## config.mk

```make
export PLATFORM = sky130hd
export DESIGN_NAME = word_addr_ctr
export DESIGN_NICKNAME = d
export VERILOG_FILES = /design/src/rtl/wac_pkg.sv /design/src/rtl/wac_prio.sv /design/src/rtl/wac_page_inc.sv /design/src/rtl/wac_line_inc.sv /design/src/rtl/word_addr_ctr.sv
export SDC_FILE = /design/constraint.sdc
export NUM_CORES = 1
export LEC_CHECK = 0
export ABC_AREA = 1
export BUFFER_PORTS_ARGS = -buffer_cell sky130_fd_sc_hd__buf_2
export CAP_MARGIN = 20
export CORE_UTILIZATION = 50
export CTS_CLUSTER_DIAMETER = 80
export CTS_CLUSTER_SIZE = 12
export DETAILED_ROUTE_END_ITERATION = 12
export PLACE_DENSITY = 0.92
export SKIP_CTS_REPAIR_TIMING = 1
export SYNTH_ARGS = -nofsm -noshare
export SYNTH_HDL_FRONTEND = slang
export SYNTH_SLANG_ARGS = --single-unit
export TNS_END_PERCENT = 30
```

## constraint.sdc

```tcl
create_clock -name clk -period 2.6 [get_ports clk]
set_input_delay 0.26 -clock clk [delete_from_list [all_inputs] [get_ports clk]]
set_output_delay 0.26 -clock clk [all_outputs]
set_load 0.02 [all_outputs]
```

## src/rtl/wac_pkg.sv

```systemverilog
// Package: shared action encoding for the word address counter.
// Assumes: consumed by all wac_* modules and the top.
package wac_pkg;
    typedef enum logic [1:0] {
        ACT_HOLD  = 2'd0,
        ACT_LOAD  = 2'd1,
        ACT_PAGE  = 2'd2,
        ACT_LINE  = 2'd3
    } wac_act_e;
endpackage

```

## src/rtl/wac_prio.sv

```systemverilog
// Module: wac_prio
// Resolves the three strobes into one action. The priority is load, then
// page step, then linear step. Assumes the strobes are synchronous to the
// counter clock.
module wac_prio
    import wac_pkg::*;
(
    input  logic     load_strobe,
    input  logic     rd_step,
    input  logic     wr_step,
    output wac_act_e act
);
    // Purpose: priority selection of the next-address action.
    always_comb begin
        if (load_strobe)  act = ACT_LOAD;
        else if (wr_step) act = ACT_PAGE;
        else if (rd_step) act = ACT_LINE;
        else              act = ACT_HOLD;
    end
endmodule

```

## src/rtl/wac_page_inc.sv

```systemverilog
// Module: wac_page_inc
// Increments only the in-page offset field and leaves the page number as it
// is. Assumes PAGE_W <= ADDR_W. When the two are equal, the whole address is
// one page.
module wac_page_inc #(
    parameter int ADDR_W = 13,
    parameter int PAGE_W = 5
) (
    input  logic [ADDR_W-1:0] a_in,
    output logic [ADDR_W-1:0] a_out
);
    localparam logic [PAGE_W-1:0] OFS_ONE = PAGE_W'(1);

    generate
        if (PAGE_W < ADDR_W) begin : g_split
            // Purpose: step the offset field; the page field passes through.
            always_comb a_out = {a_in[ADDR_W-1:PAGE_W], a_in[PAGE_W-1:0] + OFS_ONE};
        end else begin : g_whole
            // Purpose: the page covers the whole address, so step it all.
            always_comb a_out = a_in + OFS_ONE;
        end
    endgenerate
endmodule

```

## src/rtl/wac_line_inc.sv

```systemverilog
// Module: wac_line_inc
// Increments the full address and wraps from the top location to zero.
// Assumes the array size is a power of two, 2**ADDR_W.
module wac_line_inc #(
    parameter int ADDR_W = 13
) (
    input  logic [ADDR_W-1:0] a_in,
    output logic [ADDR_W-1:0] a_out
);
    localparam logic [ADDR_W-1:0] ADR_ONE = ADDR_W'(1);

    // Purpose: modulo-2**ADDR_W increment.
    always_comb a_out = a_in + ADR_ONE;
endmodule

```

## src/rtl/word_addr_ctr.sv

```systemverilog
// Module: word_addr_ctr
// Holds the current word address between transactions. A load takes the low
// ADDR_W bits of the two received address bytes. A write step wraps inside
// the page, and a read step wraps across the whole array. Assumes
// LOAD_W >= ADDR_W and a synchronous active-low reset.
module word_addr_ctr
    import wac_pkg::*;
#(
    parameter int ADDR_W = 13,
    parameter int PAGE_W = 5,
    parameter int LOAD_W = 16
) (
    input  logic              clk,
    input  logic              rst_n,
    input  logic              load_strobe,
    input  logic [LOAD_W-1:0] load_word,
    input  logic              rd_step,
    input  logic              wr_step,
    output logic [ADDR_W-1:0] cur_addr
);
    localparam int HI_W = LOAD_W - ADDR_W;

    wac_act_e          act;
    logic [ADDR_W-1:0] addr_q;
    logic [ADDR_W-1:0] addr_d;
    logic [ADDR_W-1:0] page_nxt;
    logic [ADDR_W-1:0] line_nxt;
    logic [ADDR_W-1:0] load_val;

    generate
        if (HI_W > 0) begin : g_hi
            // The top bits of the first address byte are discarded.
            logic unused_hi;
            always_comb unused_hi = ^load_word[LOAD_W-1:ADDR_W];
        end
    endgenerate

    // Purpose: take the address field out of the received bytes.
    always_comb load_val = load_word[ADDR_W-1:0];

    wac_prio u_prio (
        .load_strobe (load_strobe),
        .rd_step     (rd_step),
        .wr_step     (wr_step),
        .act         (act)
    );

    wac_page_inc #(.ADDR_W(ADDR_W), .PAGE_W(PAGE_W)) u_page (
        .a_in  (addr_q),
        .a_out (page_nxt)
    );

    wac_line_inc #(.ADDR_W(ADDR_W)) u_line (
        .a_in  (addr_q),
        .a_out (line_nxt)
    );

    // Purpose: choose the next address according to the resolved action.
    always_comb begin
        unique case (act)
            ACT_LOAD: addr_d = load_val;
            ACT_PAGE: addr_d = page_nxt;
            ACT_LINE: addr_d = line_nxt;
            default:  addr_d = addr_q;
        endcase
    end

    // Purpose: address register with synchronous active-low reset.
    always_ff @(posedge clk) begin
        if (!rst_n) addr_q <= '0;
        else        addr_q <= addr_d;
    end

    assign cur_addr = addr_q;
endmodule

```

Yosys cells after proc, flatten, opt, wreduce, memory -nomap -nowiden
Cells that the tools add are included.

word-level totals
  register bits = 13
  input port bits = 21
  output and inout port bits = 13
  word-level logic and storage cells = 15

operators by class
  $add $sub $neg = 2
  equality and inequality tests = 3
  muxes and demuxes = 4
  bitwise logic cells = 1
  reductions and logical operators = 3

operator list
  cell                                                                    count
  13-bit one-hot mux with 3 select lines                                  1
  13-bit by 1-bit adder with 13-bit output (second input constant)        1
  2-bit 2-to-1 mux                                                        3
  5-bit by 1-bit adder with 5-bit output (second input constant)          1
  2-bit equality test (second input constant)                             2
  3-bit nonzero test                                                      1
  2-bit by 1-bit equality test with 1-bit output (second input constant)  1
  2-bit AND reduction                                                     1
  2-bit nonzero test                                                      1
  1-bit inverter                                                          1

Longest topological paths before layout
Gate-level depths: netlist of run 1.

  depth in word-level cells = 6
  depth in mapped cells = 8
  depth with buffers taken out = 8

Hierarchy
Synthesis of run 1 repeated with hierarchy kept, for this count alone.

second synthesis, totals
  cell total of the unflattened synthesis = 213
  area, all modules = 1307.5 µm²

by module, submodules not included
  module         times used  cells each  area an instance (µm²)  sequential area each (µm²)
  word_addr_ctr  1           129         859.6                   260.2
  wac_line_inc   1           57          295.3                   0.0
  wac_page_inc   1           21          130.1                   0.0
  wac_prio       1           6           22.5                    0.0

Worst setup path before layout of run 1
Ideal clock, no wire load.

  path kind = register to register
  start point = register addr_q[0] (netlist: cur_addr[0])
  end point = register addr_q[10] (netlist: cur_addr[10])
  setup time = 0.122 ns
  arrival time = 1.239 ns
  data required time = 2.478 ns
  path slack = 1.240 ns
  cell stages (with the launch flop) = 9
  buffers on the path = 0
  period minus slack after synthesis = 1.360 ns
  cells stage by stage = dfxtp_1 ha_1 nand2_2 nor2_4 nand3_1 nand2_1 inv_1 nand2_1 a21oi_2

on the way
  longest elaborated chain between the ends = 2

RTL lines
  element                                   line                 RTL
  from (decl)                               word_addr_ctr.sv:24  logic [ADDR_W-1:0] addr_q;
  from (signal assigned)                    word_addr_ctr.sv:71  else addr_q <= addr_d;
  13-bit by 1-bit adder with 13-bit output  wac_line_inc.sv:13   always_comb a_out = a_in + ADR_ONE;
  13-bit one-hot mux with 3 select lines    word_addr_ctr.sv:60  unique case (act)

No other way between the ends.
A chain may end at the register's enable or synchronous reset.

Final worst setup path of run 1
  start point = register addr_q[0] (netlist: cur_addr[0])
  end point = register addr_q[12] (netlist: cur_addr[12])

The elaborated chain is that of the path after synthesis.

==> flow_summary.ini, run 1 <==
[outcome]
status = complete, but fails checks
violations = DRC

[cts]
numClockSinks = 13
clk_pin_slew_ps = 80
cts_tree = done
cts_buffers = 3
cts_root_buffer = clkbuf_4
clkLatencyLatePin_ps = 280
clk_path_buf_depth = 2
h-tree-depth = 1

[power]
power_frac_seq_pct = 49.0
p_sw_uw = 158
comb_power_share_pct = 23.7
swShare_pct = 33.3
vdd_drop_max_mv = 0.329
power.density_nw_per_um2 = 452
p_int_uw = 317
pwr-share-clk_pct = 27.4
leakage_uw = 0.000496

[detailed_routing]
drt_iter0_drc = 31
vias_per_cell = 5.51
drt_first_pass_iters = 8
detail-route-antenna-nets = 0
drc_errors = 7
num_vias = 991
wl_per_cell_um = 11.6
routed_wl_um = 2090

[setup_path]
cp-start-kind = flip-flop
cp_slowest_cell = dfxtp_1
crit_top_cell = nand3_1
cp.required_ps = 2820
arrival_ps = 1570
slowest_delay_ps = 430
cp_cell_sequence = ha_1, nand2_2, nor2_2, nand3_1, nand2_1, nand3_1, a21oi_2
rr_endpoint = cur_addr[12]
r2r_cells = 7
r2r-start = cur_addr[0]
critPathKind = reg -> reg
rrSetupSlack_ps = 1260
setup.worst_path.end_class = flip-flop
crit_fanout = 7

[floorplan]
initial_core_util_pct = 55.4
chipHeight_um = 43.6
core_area_um2 = 1560
fp.dieArea_um2 = 1900
dieWidth_um = 43.6
rows = 14
io_pins = 34

[timing]
slew_viol_final = 0
skew_ps = 1.00
fin_crit_sh_pct = 51.6
finalWorstPathRequiredPeriod_ps = 1340
tns_ps = 0
setup_violations = 0
relSlewSlack_pct = 82.1
hold_viol = 0
rsz0062_at_grt = false
tightest_slew_ps = 267
fmax_ghz = 0.745

[yosys]
synthAdderAreaFrac_pct = 1.45
synth-edff-count = 0
syn_area_um2 = 863
synth_area_leaders = dfxtp_1, nand2_1, nand3_1
synth_top_area_share_pct = 30.1
synth_commonest_cells = nand2_1, inv_1, dfxtp_1, nand3_1, nor2_1
synth-xor-area-share_pct = 2.03
syn-num-nets = 154
synth-compound-area-share_pct = 19.4
postSynthAreaPerCell_um2 = 6.54
synth_top_family_by_area = simple AND/OR/NAND/NOR gates
synth-warning-count = 0
seq_area_frac_synth_pct = 30.1
synth-seq-cells = 13
synth_simple_gate_area_share_pct = 38.6
synth_mux_area_share_pct = 0
synth_ff_type = dfxtp_1
ys_types = 25
synthCells = 132
yosysMostFrequentCell = nand2_1
async_flop_share_pct = 0
synth_area_leader_cell = dfxtp_1

[worst_hold_path]
min_to = cur_addr[2]
holdPathStages = 3
hp-class = in -> reg
hp-start = load_word[2]

[global_routing]
gr-usage-all-layers_pct = 24.4
gr-total-overflow = 0
grt_max_degree = 14
grt_pass1_vias = 832
antenna_found_initial = 0
grt_pass1_wl_um = 3430

[place]
dp_hpwl_um = 1580
port_buffers = 30
globalplace.congestion = 0.852

[finish]
syn_to_final_growth_pct = 21.7
final_layout_size_suffix_gt1_share_pct = 30.5
final_util_pct = 67.4
finalNetCount = 187
largest_register_ffs = 13
n_antenna_cell = 0

[job]
cap_viol_max_count = 0
## power by group through the flow
stage          clock network [µW]  logic (µW)  registers, µW
2_1_floorplan                   0        56.0            253
3_3_place_gp                    0         109            236
3_5_place_dp                    0         112            237
4_1_cts                       135         113            232
5_1_grt                       139         125            236
6_report                      130         113            233
## metrics by stage
stage | total power (µW) | worst slack, ps | hold WS, ps | cells | area, µm²
final | 475 | 1260 | 238 | 180 | 1050
after global routing | 499 | 1130 | 251 | 180 | 1050
after CTS | 480 | 1260 | 230 | 180 | 1050
after detailed placement | 349 | 1280 | 535 | 176 | 1020
after global placement | 345 | 1310 | 519 | 176 | 1020
after floorplan | 309 | 1240 | 398 | 132 | 863
## worst max-delay path by stage
stage | to | start
after floorplan | cur_addr[10] | cur_addr[0]
after global placement | cur_addr[10] | cur_addr[0]
after detailed placement | cur_addr[12] | cur_addr[0]
after CTS | cur_addr[12] | cur_addr[0]
after global routing | cur_addr[10] | cur_addr[0]
final | cur_addr[12] | cur_addr[0]
## worst max-delay path: cells and delay by family, from the launching register on
kind | cells | cell delay, ps
compound gates | 1 | 120
fa+ha+maj | 1 | 210
flops | 1 | 430
simple gates | 5 | 510
## routing by layer
metal / up-vias / share of wire (%) / global-route usage, %
li1: 508 / - / -
met1: 442 / 44 / 30.4
met2: 34 / 48 / 40.0
met3: 7 / 4.8 / 2.50
met4: 0 / 3.1 / 15.0
met5: - / 0 / 0
## cells in the final DEF (no fill, tap or decap)
master | Yosys | final
inv_1 | 14 | 14
clkbuf_1 | 1 | 1
o221ai_1 | 2 | 2
ha_1 | 1 | 1
nand3_1 | 13 | 13
clkbuf_4 | 0 | 3
nand4_1 | 5 | 5
xor2_1 | 2 | 2
nand2_1 | 25 | 25
buf_2 | 1 | 30
o31a_1 | 1 | 1
or2_2 | 1 | 1
o21ai_1 | 2 | 2
a21oi_1 | 10 | 10
nor3b_2 | 1 | 1
nor2_4 | 2 | 2
nand2_2 | 4 | 4
nor2_2 | 4 | 4
o21ai_0 | 10 | 10
nor3_1 | 2 | 2
a21oi_2 | 2 | 2
nor2_1 | 11 | 11
a31oi_1 | 1 | 1
a21o_1 | 1 | 1
inv_2 | 3 | 3
dfxtp_1 | 13 | 13
## cells by family after synthesis
kind of cell / count (synthesis)
flops: 13
xor+xnor: 2
simple gates: 68
fa+ha+maj: 1
compound gates: 29
buf+inv: 19
## layout make-up
class,count,area (µm²)
Tap cell,16,20.0
Fill cell,142,508
Inverter,17,63.8
Multi-Input combinational cell,100,531
Clock buffer,4,26.3
Timing Repair Buffer,30,150
Sequential cell,13,260
Note: power is estimated with default switching activity, not from simulation.
==> run 2, diff against run 1 <==
ABC_AREA = 0   (was 1)
CORE_UTILIZATION = 45   (was 50)
PLACE_DENSITY = 0.87   (was 0.92)
clock period = 1.34 ns   (was 2.6 ns; I/O delays follow)
==> flow_summary.ini, run 2 <==
[setup_path]
r2r-start = cur_addr[0]
critPathLaunch = cur_addr[0]
arrival_ps = 1500
critPathKind = reg -> reg
rrSetupSlack_ps = 50
cp.required_ps = 1550
setup.worst_path.end_class = flip-flop
cp-start-kind = flip-flop
crit_fanout = 3

[floorplan]
initial_core_util_pct = 48.6
core_area_um2 = 1520
chipHeight_um = 42.6
dieWidth_um = 42.6
rows = 14
fp.dieArea_um2 = 1810
io_pins = 34

[yosys]
synth-edff-count = 0
synth_top_family_by_area = simple AND/OR/NAND/NOR gates
yosysMostFrequentCell = o21ai_0
synthCells = 84
synth-warning-count = 0
seq_area_frac_synth_pct = 35.1
synth_area_leader_cell = dfxtp_1
synth_ff_type = dfxtp_1
synth_simple_gate_area_share_pct = 28.4
async_flop_share_pct = 0
synth_commonest_cells = o21ai_0, dfxtp_1, a21oi_1
synthAdderAreaFrac_pct = 1.69
postSynthAreaPerCell_um2 = 8.82
synth-compound-area-share_pct = 19.8
syn-num-nets = 106
synth_mux_area_share_pct = 1.35
synth-xor-area-share_pct = 10.6
synth-seq-cells = 13
ys_types = 30
synth_top_area_share_pct = 35.1
synth_area_leaders = dfxtp_1, o21ai_0, xnor2_1
syn_area_um2 = 741

[detailed_routing]
drt_first_pass_iters = 2
wl_per_cell_um = 12.2
drt_iter0_drc = 5
num_vias = 737
vias_per_cell = 5.42
routed_wl_um = 1660
drc_errors = 0
detail-route-antenna-nets = 0

[timing]
slew_viol_final = 0
fmax_ghz = 0.776
hold_slack_ps = 87.8
fin_crit_sh_pct = 96.2
setup_slack_ps = 51.4
rsz0062_at_grt = false
relSlewSlack_pct = 67.0
hold_viol = 0
skew_ps = 8.05
setup_violations = 0
tns_ps = 0
finalWorstPathRequiredPeriod_ps = 1290
tightest_slew_ps = 495

[power]
pwr-share-clk_pct = 27.6
swShare_pct = 31.1
p_int_uw = 614
power_frac_seq_pct = 49.9
vdd_drop_max_mv = 0.942
power.density_nw_per_um2 = 915
comb_power_share_pct = 22.5
leakage_uw = 0.000453
p_sw_uw = 278

[job]
cap_viol_max_count = 0

[global_routing]
grt_pass1_vias = 691
gr-usage-all-layers_pct = 21.4
grt_pass1_wl_um = 2900
antenna_found_initial = 0
grt_max_degree = 22
gr-total-overflow = 0

[cts]
clk_pin_slew_ps = 90
cts_buffers = 3
clkLatencyLatePin_ps = 280
numClockSinks = 13
h-tree-depth = 1
cts_tree = done
clk_path_buf_depth = 2
cts_root_buffer = clkbuf_4

[finish]
final_layout_size_suffix_gt1_share_pct = 43.3
largest_register_ffs = 13
finalNetCount = 143
n_antenna_cell = 0
instances_no_fill = 136
seqCellArea_um2 = 263
fill_cells = 140
syn_to_final_growth_pct = 31.6
multi_input_area_um2 = 465
final_common_cell = buf_2
final_cell_mix = buf_2, o21ai_0, dfxtp_1, a21oi_1, xnor2_1

[place]
dp_hpwl_um = 1270
port_buffers = 30
globalplace.congestion = 0.768
place_ws_ps = 48.4
place_inst = 132

[outcome]
status = complete, no violations

[worst_hold_path]
hp-class = in -> reg
hp-start = load_word[2]
run 2: changes by cell type in the layout (fill, tap and decap cells not counted), moves of 3 or more:
| cell | change |
|---|---|
| a21oi_1 | -3 |
| buf_4 | +5 |
| inv_1 | -11 |
| inv_2 | -3 |
| nand2_1 | -20 |
| nand2_2 | -3 |
| nand3_1 | -12 |
| nand4_1 | -4 |
| nor2_1 | -9 |
| o21ai_0 | +4 |
| xnor2_1 | +6 |
run 2: through the flow:
step	util [%]	total power, µW	area (µm²)
floorplan	-	565	746
global placement	61.8	646	942
detailed placement	61.8	655	942
CTS	63.6	899	970
global route	64.0	939	975
finish	64.0	892	975
run 2: worst max-delay path: stages, from the launching register on:
cell     delay (ps)
dfxtp_2         340
ha_2            200
o21ai_0         160
or3_1           340
a31oi_1         170
run 2: power by group through the flow:
stage | clock network (µW) | logic [µW] | registers (µW)
floorplan | 0 | 73.6 | 492
global placement | 0 | 195 | 451
detailed placement | 0 | 201 | 454
CTS | 252 | 202 | 445
global route | 269 | 220 | 450
finish | 246 | 200 | 445
run 2: per-layer routing:
layer / track usage, % / share of wire, % / vias up
met5: 0 / 0 / -
met4: 15.0 / 2.8 / 0
met3: 3.02 / 4.3 / 4
met2: 32.0 / 45 / 22
met1: 27.9 / 48 / 334
li1: - / - / 377
run 2: cells by family (layout without fill, tap and decap cells):
group	count (synthesis)	in the layout
and+or+nand+nor	28	28
muxes	1	1
AOI/OAI and AO/OA	26	26
buffers and inverters	6	42
xor gates and xnor gates	9	9
adders and majority gates	1	1
DFF	13	13
run 2: final cells by class:
cell class,count,area share (%)
well taps,16,2.05
clock buffers,3,2.31
repair buffers,35,19.3
flip-flops and latches,13,27.0
inverters,3,1.16
multi-input cells,65,47.8
clock inverters,1,0.513
run 2: worst paths after layout:
path / cells past startpoint / to
setup / recovery: 4 / cur_addr[4]
hold / removal: 2 / cur_addr[2]
setup reg to reg: 4 / cur_addr[4]
hold reg to reg: 2 / cur_addr[10]
